<file path="config.mk">
export PLATFORM = sky130hd
export DESIGN_NAME = dr_stage
export DESIGN_NICKNAME = d
export VERILOG_FILES = /design/src/rtl/dr_pkg.sv /design/src/rtl/dr_detect.sv /design/src/rtl/dr_encode.sv /design/src/rtl/dr_decode.sv /design/src/rtl/dr_stage.sv
export SDC_FILE = /design/constraint.sdc
export NUM_CORES = 1
export LEC_CHECK = 0
export BUFFER_PORTS_ARGS = -buffer_cell sky130_fd_sc_hd__buf_2
export CAP_MARGIN = 20
export CORE_MARGIN = 2
export CORE_UTILIZATION = 41
export CTS_CLUSTER_DIAMETER = 200
export DETAILED_ROUTE_END_ITERATION = 7
export PLACE_DENSITY_LB_ADDON = 0.15
export SLEW_MARGIN = 40
export SYNTH_ARGS = -nofsm -noshare
export SYNTH_HDL_FRONTEND = slang
export SYNTH_SLANG_ARGS = --single-unit
</file>
<file path="constraint.sdc">
create_clock -name clk -period 3.45 [get_ports clk]
set_clock_uncertainty 0.1 [all_clocks]
set_input_delay 0.69 -clock clk [delete_from_list [all_inputs] [get_ports clk]]
set_output_delay 0.69 -clock clk [all_outputs]
set_load 0.005 [all_outputs]
</file>
<file path="src/rtl/dr_pkg.sv">
package dr_pkg;

    localparam int DATA_W = 8;

    // pair code as {rail1, rail0}
    typedef enum logic [1:0] {
        PAIR_NULL = 2'b00,
        PAIR_ZERO = 2'b01,
        PAIR_ONE  = 2'b10,
        PAIR_BAD  = 2'b11
    } pair_e;

    function automatic pair_e classify(input logic r1, input logic r0);
        return pair_e'({r1, r0});
    endfunction

    function automatic logic [1:0] encode_bit(input logic b);
        return b ? PAIR_ONE : PAIR_ZERO;
    endfunction

endpackage

</file>
<file path="src/rtl/dr_detect.sv">
module dr_detect
    import dr_pkg::*;
#(
    parameter int W = DATA_W
) (
    input  logic [W-1:0] r1,
    input  logic [W-1:0] r0,
    output logic         all_valid,
    output logic         all_null,
    output logic         any_bad
);
    logic [W-1:0] v, n, b;

    for (genvar i = 0; i < W; i++) begin : g_pair
        pair_e code;
        assign code = classify(r1[i], r0[i]);
        assign v[i] = (code == PAIR_ZERO) || (code == PAIR_ONE);
        assign n[i] = (code == PAIR_NULL);
        assign b[i] = (code == PAIR_BAD);
    end

    assign all_valid = &v;
    assign all_null  = &n;
    assign any_bad   = |b;
endmodule

</file>
<file path="src/rtl/dr_encode.sv">
module dr_encode
    import dr_pkg::*;
#(
    parameter int W = DATA_W
) (
    input  logic [W-1:0] bin,
    output logic [W-1:0] r1,
    output logic [W-1:0] r0
);
    for (genvar i = 0; i < W; i++) begin : g_bit
        assign {r1[i], r0[i]} = encode_bit(bin[i]);
    end
endmodule

</file>
<file path="src/rtl/dr_decode.sv">
module dr_decode
    import dr_pkg::*;
#(
    parameter int W = DATA_W
) (
    input  logic [W-1:0] r1,
    input  logic [W-1:0] r0,
    output logic [W-1:0] bin
);
    for (genvar i = 0; i < W; i++) begin : g_bit
        assign bin[i] = (classify(r1[i], r0[i]) == PAIR_ONE);
    end
endmodule

</file>
<file path="src/rtl/dr_stage.sv">
module dr_stage
    import dr_pkg::*;
#(
    parameter int W = DATA_W
) (
    input  logic         clk,
    input  logic         rst,
    input  logic [W-1:0] up_r1,
    input  logic [W-1:0] up_r0,
    output logic         up_ack,
    output logic [W-1:0] dn_r1,
    output logic [W-1:0] dn_r0,
    input  logic         dn_ack,
    output logic         proto_err,
    input  logic [W-1:0] enc_bin,
    output logic [W-1:0] enc_r1,
    output logic [W-1:0] enc_r0,
    output logic [W-1:0] dec_bin,
    output logic         dec_valid
);
    logic [W-1:0] hold_r1, hold_r0;
    logic         ack_q, err_q;
    logic         up_valid, up_null, up_bad;
    logic         dn_full, dn_empty, dn_bad;
    logic         take, release_ack, drain;

    dr_detect #(.W(W)) u_up_det (
        .r1(up_r1), .r0(up_r0),
        .all_valid(up_valid), .all_null(up_null), .any_bad(up_bad)
    );

    dr_detect #(.W(W)) u_dn_det (
        .r1(hold_r1), .r0(hold_r0),
        .all_valid(dn_full), .all_null(dn_empty), .any_bad(dn_bad)
    );

    dr_encode #(.W(W)) u_enc (.bin(enc_bin), .r1(enc_r1), .r0(enc_r0));
    dr_decode #(.W(W)) u_dec (.r1(hold_r1), .r0(hold_r0), .bin(dec_bin));

    assign take        = !ack_q && up_valid && dn_empty && !dn_ack;
    assign release_ack = ack_q && up_null;
    assign drain       = dn_full && dn_ack;

    always_ff @(posedge clk) begin
        if (rst) begin
            hold_r1 <= '0;
            hold_r0 <= '0;
            ack_q   <= 1'b0;
            err_q   <= 1'b0;
        end else begin
            if (take) begin
                hold_r1 <= up_r1;
                hold_r0 <= up_r0;
                ack_q   <= 1'b1;
            end else if (release_ack) begin
                ack_q   <= 1'b0;
            end
            if (drain) begin
                hold_r1 <= '0;
                hold_r0 <= '0;
            end
            if (up_bad) err_q <= 1'b1;
        end
    end

    assign up_ack    = ack_q;
    assign dn_r1     = hold_r1;
    assign dn_r0     = hold_r0;
    assign proto_err = err_q;
    assign dec_valid = dn_full;


    ack_after_capture_chk: assert property (@(posedge clk) disable iff (rst)
        $rose(up_ack) |-> dn_full);


    ack_hold_chk: assert property (@(posedge clk) disable iff (rst)
        (up_ack && !up_null) |=> up_ack);


    hold_until_ack_chk: assert property (@(posedge clk) disable iff (rst)
        (dn_full && !dn_ack) |=> ($stable(dn_r1) && $stable(dn_r0)));


    err_sticky_chk: assert property (@(posedge clk) disable iff (rst)
        proto_err |=> proto_err);


    no_both_high_chk: assert property (@(posedge clk) disable iff (rst)
        !dn_bad);
endmodule

</file>
==> metrics.txt <==
outcome=finished clean; Fin. Hold Viols=0; nets=292; minimum clock period=2230 ps; wire per inst=around 12 um; clk buf depth=2; top-count cell post-synth=inv_1; CTS sink count=18; Power, Total=approximately 0.00042 W; hold buffers post-CTS=0; CTS clock-pin slew for the worst setup and hold paths=approximately 100 ps; type of origin of the critical path=flop; Ys Warns=0; Leak=around 0.9 nW; syn_nets=between 200 and 250; reg-to-reg startpoint=dn_r0[4]; Placer Congestion=between 0.7 and 0.8; Syn Area/Cell=8.42 um^2; first-pass GRT wire length=5.04 mm; Starting Density=43.3%; Post-Synthesis Cells=roughly 170; leading area contributor after synthesis=ha_1; fin crit share=between 60 and 70%; CP Capture Point=dec_valid; ys async rst share=0%; critical path data required time=~2700 ps; setup violators final=0; worst r2r dst=dn_r1[4]; width of the die=around 64 um; Placed Instance Area=approximately 0.0017 mm^2; die area=0.00404 mm^2; Max Fclk=about 0.45 GHz; root buffer cell=clkbuf_4; Post-Place Setup Slack=1050 ps; DRT Pass-1 Iters=4; worst min path class=flop to flop; # Max-Cap Violations=0; Worst-Margin Slew=604 ps; worst slew margin relative to its limit=59.6%; commonest cells in the netlist=inv_1, ha_1, dfxtp_1; Arr. time, crit path=approximately 1400 ps; number of antenna-violating nets in the routed design=0; top post-synthesis cells by area=ha_1, dfxtp_1, inv_1; VDD IR-drop max=around 0.00015 V; worst skew pair latency=~300 ps; RSZ-0062 raised after global routing=false; # port buffers=69; fillers=roughly 340; post-route cell area=0.00177 mm^2; FF/Latch Area=360 um^2; H-tree Lvls=1; antenna cells=0; area delta synth->final=21.7%; largest net degree at the start of global routing=18; dpl cells=274; Die Height=63.6 um; IO Pins=70; R2R cell count=6; Core Footprint=about 0.0034 mm^2; Std-Cell Rows=21; # Post-CTS Setup Buffers=0; share of the synthesized area in the top cell type=between 20 and 30%; vias in the first global route=~1100; # DRC=0; Yosys reg bits=18; Slew Viols, Final=0; setup tns final=0 ps; Detailed Route WL=about 3.2 mm; setup ws final=around 1200 ps; cts repair resizes=0; Worst Path Max Fanout=4; layout cells sized above 1=about a third; gr ovfl total=0; Critical Path Sink Type=output port; footprint of the multi-input gates=~800 um^2; Netlist cell types=26; dpl hpwl=between 2 and 3 mm; flop-to-flop setup slack=around 1600 ps; DR vias=between 1000 and 1500; GRT Util Overall=about 15%; Post-Syn Area=~0.0015 mm^2; Crit Path Class=flop to output port; Post-synth EDFFs=0; First DRT Iteration DRCs=34; sequential element share of the synthesized area=24.7%; vias per inst=between 4 and 5; initial antenna violation count=0; Crit. Startpoint=dn_r1[5]; CTS buffer count=3; pwr/cell area=around 240 mW/mm^2; Post-Layout Cell Count=278; CTS tree=done; dominant synthesized flop cell=dfxtp_1
-- critical path, cell delays in order, from the launching register on --
cell and delay [ps]:
dfxtp_1 400, inv_1 60, ha_1 290, nand4_1 100, nor2_1 160, buf_2 140
-- placed cells by master, fill, tap and decap left out --
cell type / n
inv_1: 40
clkbuf_8: 1
and4b_1: 1
nand4_4: 1
nor4_1: 1
nand4_1: 4
a21oi_1: 17
and3_1: 1
nand3_1: 17
nand4b_4: 1
clkbuf_4: 3
buf_2: 69
o21ai_1: 9
a31oi_1: 1
a21o_2: 1
o21ai_0: 7
ha_1: 32
nor3_4: 1
o21ai_2: 1
nand2_1: 1
or3_4: 1
dfxtp_1: 18
nor2_1: 2
nand4_2: 1
nor3_1: 1
-- registers in the layout, summed over array words and instances (netlist names) --
signal / cells
dn_r0: 8
dn_r1: 8
up_ack: 1
proto_err: 1
-- power breakdown --
group	switching (W)	internal (W)
logic	0.0000422	0.0000335
registers	0.000000725	0.000209
clock network	0.0000713	0.0000644
total	0.000114	0.000307
-- cell families after synthesis --
logic type                 Yosys count  share of synthesized area (%)
AOI/OAI and AO/OA                   36                           13.0
adders and majority gates           32                           27.5
buffers and inverters               54                           18.7
DFF                                 18                           24.7
and+or+nand+nor                     33                           16.1
-- area by class of cell --
cell class,count,area share (%)
tap,46,3.25
clock buffer,4,2.05
multi-input combinational,101,46.4
timing repair buffer,69,19.5
sequential,18,20.3
inverter,40,8.47
-- per-stage QoR --
step | hold WS, ps | utilization (%)
5_1_grt | 425 | 52.7
3_5_place_dp | 375 | 51.6
4_1_cts | 401 | 52.7
3_3_place_gp | 378 | 51.6
2_1_floorplan | 367 | -
6_report | 402 | 52.7
-- worst min path at each step --
stage | startpoint | to | slack (ps) | cells after the start
3_3_place_gp | dn_r0[2] | dn_r0[2] | 380 | 2
3_5_place_dp | dn_r0[2] | dn_r0[2] | 380 | 2
5_1_grt | dn_r0[7] | dn_r0[7] | 430 | 2
2_1_floorplan | dn_r0[2] | dn_r0[2] | 370 | 2
4_1_cts | dn_r0[2] | dn_r0[2] | 400 | 2
6_report | dn_r0[7] | dn_r0[7] | 400 | 2
-- metal layers --
metal	global-route usage [%]	part of all wire, %
met5	0	0
met4	3.26	1.1
met3	2.50	7.3
met2	23.7	42
met1	22.5	50
(Power assumes the default switching activity.)
